===== config.mk =====
export PLATFORM = sky130hd
export DESIGN_NAME = serial_eeprom_target
export DESIGN_NICKNAME = d
export VERILOG_FILES = /design/src/rtl/eep_pkg.sv /design/src/rtl/eep_bus_sync.sv /design/src/rtl/eep_addr_ptr.sv /design/src/rtl/serial_eeprom_target.sv
export SDC_FILE = /design/constraint.sdc
export NUM_CORES = 1
export LEC_CHECK = 0
export ABC_AREA = 1
export CELL_PAD_IN_SITES_DETAIL_PLACEMENT = 1
export CELL_PAD_IN_SITES_GLOBAL_PLACEMENT = 1
export CORE_AREA = 5 5 100 102
export CTS_CLUSTER_DIAMETER = 80
export DETAILED_ROUTE_END_ITERATION = 12
export DIE_AREA = 0 0 105 107
export PLACE_DENSITY_LB_ADDON = 0.12
export SETUP_SLACK_MARGIN = 0.02
export SKIP_CTS_REPAIR_TIMING = 1
export SLEW_MARGIN = 25
export SYNTH_ARGS = -nofsm -noshare
export SYNTH_HDL_FRONTEND = slang
export SYNTH_HIERARCHICAL = 1
export SYNTH_SLANG_ARGS = --single-unit

===== constraint.sdc =====
create_clock -name clk -period 3 [get_ports clk]
set_clock_uncertainty 0.2 [all_clocks]
set_input_delay 0.45 -clock clk [delete_from_list [all_inputs] [get_ports clk]]
set_output_delay 0.45 -clock clk [all_outputs]
set_load 0.03 [all_outputs]

===== src/rtl/eep_pkg.sv =====
package eep_pkg;

    localparam logic [3:0] FAMILY_CODE = 4'b1010;

    typedef enum logic [2:0] {
        ST_IDLE,
        ST_SELECT,
        ST_ADDR_HI,
        ST_ADDR_LO,
        ST_WDATA,
        ST_RDATA
    } eep_state_e;

    typedef struct packed {
        logic start;
        logic stop;
        logic rise;
        logic fall;
        logic scl;
        logic sda;
    } bus_evt_t;

    function automatic logic select_hit(input logic [7:0] sel, input logic [2:0] straps);
        return (sel[7:4] == FAMILY_CODE) && (sel[3:1] == straps);
    endfunction

endpackage


===== src/rtl/eep_bus_sync.sv =====
module eep_bus_sync
    import eep_pkg::*;
#(
    parameter int STAGES = 2
) (
    input  logic     clk,
    input  logic     rst,
    input  logic     scl_i,
    input  logic     sda_i,
    output bus_evt_t evt
);
    logic [STAGES-1:0] scl_ff;
    logic [STAGES-1:0] sda_ff;
    logic              scl_q;
    logic              sda_q;
    logic              scl_s;
    logic              sda_s;

    always_ff @(posedge clk) begin
        if (rst) begin
            scl_ff <= '1;
            sda_ff <= '1;
            scl_q  <= 1'b1;
            sda_q  <= 1'b1;
        end else begin
            scl_ff <= {scl_ff[STAGES-2:0], scl_i};
            sda_ff <= {sda_ff[STAGES-2:0], sda_i};
            scl_q  <= scl_s;
            sda_q  <= sda_s;
        end
    end

    assign scl_s = scl_ff[STAGES-1];
    assign sda_s = sda_ff[STAGES-1];

    always_comb begin
        evt.scl   = scl_s;
        evt.sda   = sda_s;
        evt.rise  = scl_s & ~scl_q;
        evt.fall  = ~scl_s & scl_q;
        evt.start = scl_s & scl_q & sda_q & ~sda_s;
        evt.stop  = scl_s & scl_q & ~sda_q & sda_s;
    end
endmodule


===== src/rtl/eep_addr_ptr.sv =====
module eep_addr_ptr #(
    parameter int ADDR_W    = 16,
    parameter int PAGE_BITS = 7
) (
    input  logic              clk,
    input  logic              rst,
    input  logic              load_hi,
    input  logic              load_lo,
    input  logic [7:0]        byte_in,
    input  logic              step_page,
    input  logic              step_all,
    output logic [ADDR_W-1:0] ptr
);
    localparam int HI_W = ADDR_W - 8;

    always_ff @(posedge clk) begin
        if (rst) begin
            ptr <= '0;
        end else if (load_hi) begin
            ptr[ADDR_W-1:8] <= byte_in[HI_W-1:0];
        end else if (load_lo) begin
            ptr[7:0] <= byte_in;
        end else if (step_page) begin
            ptr[PAGE_BITS-1:0] <= ptr[PAGE_BITS-1:0] + 1'b1;
        end else if (step_all) begin
            ptr <= ptr + 1'b1;
        end
    end
endmodule


===== src/rtl/serial_eeprom_target.sv =====
module serial_eeprom_target
    import eep_pkg::*;
#(
    parameter int ADDR_W      = 16,
    parameter int PAGE_BITS   = 7,
    parameter int SYNC_STAGES = 2
) (
    input  logic              clk,
    input  logic              rst,
    input  logic              scl_i,
    input  logic              sda_i,
    output logic              sda_oe,
    input  logic [2:0]        chip_sel,
    input  logic              wp_i,
    input  logic              busy_i,
    output logic              wr_valid,
    output logic [ADDR_W-1:0] wr_addr,
    output logic [7:0]        wr_data,
    output logic              wr_commit,
    output logic              rd_en,
    output logic [ADDR_W-1:0] rd_addr,
    input  logic [7:0]        rd_data
);
    localparam logic [3:0] BYTE_BITS = 4'd8;

    bus_evt_t          evt;
    eep_state_e        state;
    logic [3:0]        bitcnt;
    logic              ack_phase;
    logic [7:0]        rx_sh;
    logic [7:0]        tx_sh;
    logic              oe_q;
    logic              rnw;
    logic              mack;
    logic              rd_pend;
    logic              wrote;
    logic [ADDR_W-1:0] ptr;

    logic              decide;
    logic              rx_ack;
    logic              fetch;
    logic              scl_sync;
    logic              start_seen;
    logic              stop_seen;

    eep_bus_sync #(.STAGES(SYNC_STAGES)) u_sync (
        .clk   (clk),
        .rst   (rst),
        .scl_i (scl_i),
        .sda_i (sda_i),
        .evt   (evt)
    );

    // End of the eighth bit of a byte received from the master
    assign decide = evt.fall && !ack_phase && (bitcnt == BYTE_BITS)
                    && (state != ST_IDLE) && (state != ST_RDATA);
    assign rx_ack = decide && !busy_i
                    && ((state != ST_SELECT) || select_hit(rx_sh, chip_sel));
    assign fetch  = (rx_ack && (state == ST_SELECT) && rx_sh[0])
                    || ((state == ST_RDATA) && ack_phase && evt.rise && !evt.sda);

    eep_addr_ptr #(.ADDR_W(ADDR_W), .PAGE_BITS(PAGE_BITS)) u_ptr (
        .clk       (clk),
        .rst       (rst),
        .load_hi   (rx_ack && (state == ST_ADDR_HI)),
        .load_lo   (rx_ack && (state == ST_ADDR_LO)),
        .byte_in   (rx_sh),
        .step_page (rx_ack && (state == ST_WDATA)),
        .step_all  (fetch),
        .ptr       (ptr)
    );

    assign wr_valid   = rx_ack && (state == ST_WDATA);
    assign wr_addr    = ptr;
    assign wr_data    = rx_sh;
    assign wr_commit  = evt.stop && (state == ST_WDATA) && wrote && !wp_i;
    assign rd_en      = fetch;
    assign rd_addr    = ptr;
    assign sda_oe     = oe_q;
    assign scl_sync   = evt.scl;
    assign start_seen = evt.start;
    assign stop_seen  = evt.stop;

    always_ff @(posedge clk) begin
        if (rst) begin
            state     <= ST_IDLE;
            bitcnt    <= '0;
            ack_phase <= 1'b0;
            rx_sh     <= '0;
            tx_sh     <= '0;
            oe_q      <= 1'b0;
            rnw       <= 1'b0;
            mack      <= 1'b0;
            rd_pend   <= 1'b0;
            wrote     <= 1'b0;
        end else begin
            rd_pend <= fetch;
            if (rd_pend) begin
                tx_sh <= rd_data;
            end
            if (evt.start) begin
                state     <= ST_SELECT;
                bitcnt    <= '0;
                ack_phase <= 1'b0;
                oe_q      <= 1'b0;
                wrote     <= 1'b0;
            end else if (evt.stop) begin
                state     <= ST_IDLE;
                bitcnt    <= '0;
                ack_phase <= 1'b0;
                oe_q      <= 1'b0;
            end else if (state != ST_IDLE) begin
                if (evt.rise && !ack_phase && (bitcnt < BYTE_BITS)) begin
                    bitcnt <= bitcnt + 1'b1;
                    if (state != ST_RDATA) begin
                        rx_sh <= {rx_sh[6:0], evt.sda};
                    end
                end
                if (evt.rise && ack_phase && (state == ST_RDATA)) begin
                    mack <= !evt.sda;
                end
                if (evt.fall) begin
                    if (!ack_phase && (bitcnt == BYTE_BITS)) begin
                        if (state == ST_RDATA) begin
                            ack_phase <= 1'b1;
                            oe_q      <= 1'b0;
                        end else if (rx_ack) begin
                            ack_phase <= 1'b1;
                            oe_q      <= 1'b1;
                            if (state == ST_SELECT) rnw   <= rx_sh[0];
                            if (state == ST_WDATA)  wrote <= 1'b1;
                        end else begin
                            state  <= ST_IDLE;
                            bitcnt <= '0;
                            oe_q   <= 1'b0;
                        end
                    end else if (ack_phase) begin
                        ack_phase <= 1'b0;
                        bitcnt    <= '0;
                        oe_q      <= 1'b0;
                        unique case (state)
                            ST_SELECT: begin
                                state <= rnw ? ST_RDATA : ST_ADDR_HI;
                                oe_q  <= rnw && !tx_sh[7];
                            end
                            ST_ADDR_HI: state <= ST_ADDR_LO;
                            ST_ADDR_LO: state <= ST_WDATA;
                            ST_WDATA:   state <= ST_WDATA;
                            ST_RDATA: begin
                                if (mack) oe_q  <= !tx_sh[7];
                                else      state <= ST_IDLE;
                            end
                            default:    state <= ST_IDLE;
                        endcase
                    end else if ((state == ST_RDATA) && (bitcnt != 4'd0)) begin
                        tx_sh <= {tx_sh[6:0], 1'b0};
                        oe_q  <= !tx_sh[6];
                    end
                end
            end
        end
    end
endmodule


==> metrics.md <==
| Metric | Value |
|---|---|
| Hold Path Class | register to register |
| Area Growth Syn to Fin | 23.6% |
| Diodes inserted | 0 |
| Worst-path clk slew | 0.10 ns |
| Pre-Repair DR Iteration Count | 6 |
| Status | finished, final reports clean |
| Sw frac | 0.258 |
| Syn Nets | roughly 480 |
| Max-slew headroom | 0.700 |
| Most common cell after layout, fill and taps aside | nand2_1 |
| Syn Area/Cell | between 6 and 7 sq um |
| CTS sink count | a little over 50 |
| P_int | between 800 and 900 uW |
| Routed wire length | 9100 um |
| Worst-path fanout max | 5 |
| Arrival time worst endpoint | 2.03 ns |
| Max-cap violations | 0 |
| Total track usage | 0.165 |
| First-pass GRT wire length | approximately 15,000 um |
| CTS Root Cell | clkbuf_8 |
| Longest Clk Path Bufs | 2 |
| CTS tree | done |
| Io pins | ~60 |
| Final net count | between 500 and 600 |
| DR iter-0 viols | 38 |
| Most frequent cells in the layout | 103 x nand2_1, 64 x inv_1, 58 x clkdlybuf4s50_1, 51 x dfxtp_1, 48 x nor2_1 |
| Net switching power | between 300 and 400 uW |
| PwrDens | 318 mW/mm^2 |
| Post-Syn Area | between 0.003 and 0.004 sq mm |
| Initial antenna violation count | 0 |
| Total Neg Setup Slack | 0 ns |
| Tmin final | 2.68 ns |
| Clock Power Share | 0.362 |
| Leakage | between 1 and 1.5 nW |
| Die area | about 0.011 sq mm |
| Layout cells sized above 1 | 0.0845 |
| # setup viols final | 0 |
| Routed len/inst | 14.7 um |
| Period utilization | 0.895 |
| DR vias | 3,042 |
| # rows | 35 |
| TritonCTS buffer count | 5 |
| GRT overflow | 0 |
| Unrepaired setup endpoints after global routing | false |
| CORE AREA | approximately 0.009 sq mm |
| Post-Synthesis Cells | 457 |
| Hold Vio Cnt, Final | 0 |
| CP Class | register to output pin |
| Setup crit start kind | register |
| H-tree Lvls | 2 |
| # DRC | 0 |
| Actual slew at the worst max-slew pin | about 0.45 ns |
| Initial core utilization | 0.336 |
| PortBufs | 60 |
| Vias in the first global route | 3,127 |
| Crit end category | output pin |
| Detail Placement HPWL | 7160 um |
| Fmax | around 0.37 GHz |
| RD Place Congestion | around 0.84 |
| Syn. warnings | 6 |
| Die Ht | 107 um |
| Worst hold margin | 0.216 ns |
| DRT antenna net count | 0 |
| Comb pwr share | 0.063 |
| Worst EP required | approximately 2.4 ns |
| Fin. max-slew vios | 0 |
| Worst-Skew Late Latency | 0.31 ns |
| Largest net degree at the start of global routing | 20 |
| Worst vdd ir | 184 uV |
| Via/cell ratio | around 4.9 |
| Flop pwr share | 0.575 |
| Die span in x | 105 um |
## flip-flops by register name, summed over array words and instances, names as in the netlist, 2 cells and up
| register | flops |
|---|---|
| u_ptr/ptr | 16 |
| tx_sh | 8 |
| wr_data | 8 |
| bitcnt | 4 |
| state | 3 |
| u_sync/scl_ff | 2 |
| u_sync/sda_ff | 2 |
## worst max-delay path, cell delays in order, from the launching register on
cell,delay [ns]
dfxtp_1,0.36
nand2_1,0.08
nor2_1,0.28
nand2_1,0.10
nor3_1,0.20
clkdlybuf4s50_1,0.71
## per-stage QoR
stage | total power, mW | worst slack, ns | cell area (sq um) | cells | utilization
2_1_floorplan | 0.738 | 0.548 | 3030 | 457 | -
6_report | 1.19 | 0.315 | 3750 | 620 | 0.416
5_1_grt | 1.25 | 0.0309 | 3750 | 620 | 0.416
3_5_place_dp | 0.778 | 0.0829 | 3660 | 612 | 0.406
3_3_place_gp | 0.776 | 0.280 | 3660 | 612 | 0.406
4_1_cts | 1.21 | 0.256 | 3750 | 620 | 0.416
## final timing paths
| kind | from | to | slack (ns) | cells past startpoint |
|---|---|---|---|---|
| max reg2reg | bitcnt[0] | u_ptr/ptr[7] | 0.36 | 14 |
| min reg2reg | u_sync/scl_ff[0] | u_sync/scl_ff[1] | 0.22 | 1 |
| max | u_sync/scl_ff[1] | wr_commit | 0.32 | 5 |
| min | u_sync/scl_ff[0] | u_sync/scl_ff[1] | 0.22 | 1 |
## final cells by class
cell class	instances	area, sq um
clock buffer	5	68.8
sequential	51	1020
timing repair buffer	66	641
tap	111	139
inverter	68	256
multi-input combinational	316	1600
clock inverter	3	22.5
fill	1184	5270
## metal layers
layer | routed length [um] | part of all wire | global-route usage | vias to the layer above
li1 | - | - | - | 1559
met1 | 4130 | 0.45 | 0.207 | 1422
met2 | 4540 | 0.50 | 0.299 | 56
met3 | 372 | 0.041 | 0.0265 | 5
met4 | 66 | 0.0073 | 0.0320 | 0
met5 | 0 | 0 | 0 | -
## power by group through the flow
stage	logic (mW)	clock network [mW]	registers [mW]
2_1_floorplan	0.0358	0	0.702
3_5_place_dp	0.0759	0	0.702
5_1_grt	0.0844	0.481	0.687
6_report	0.0750	0.432	0.686
3_3_place_gp	0.0746	0	0.702
4_1_cts	0.0764	0.450	0.686
No activity file was read; power rests on OpenSTA's default activity.
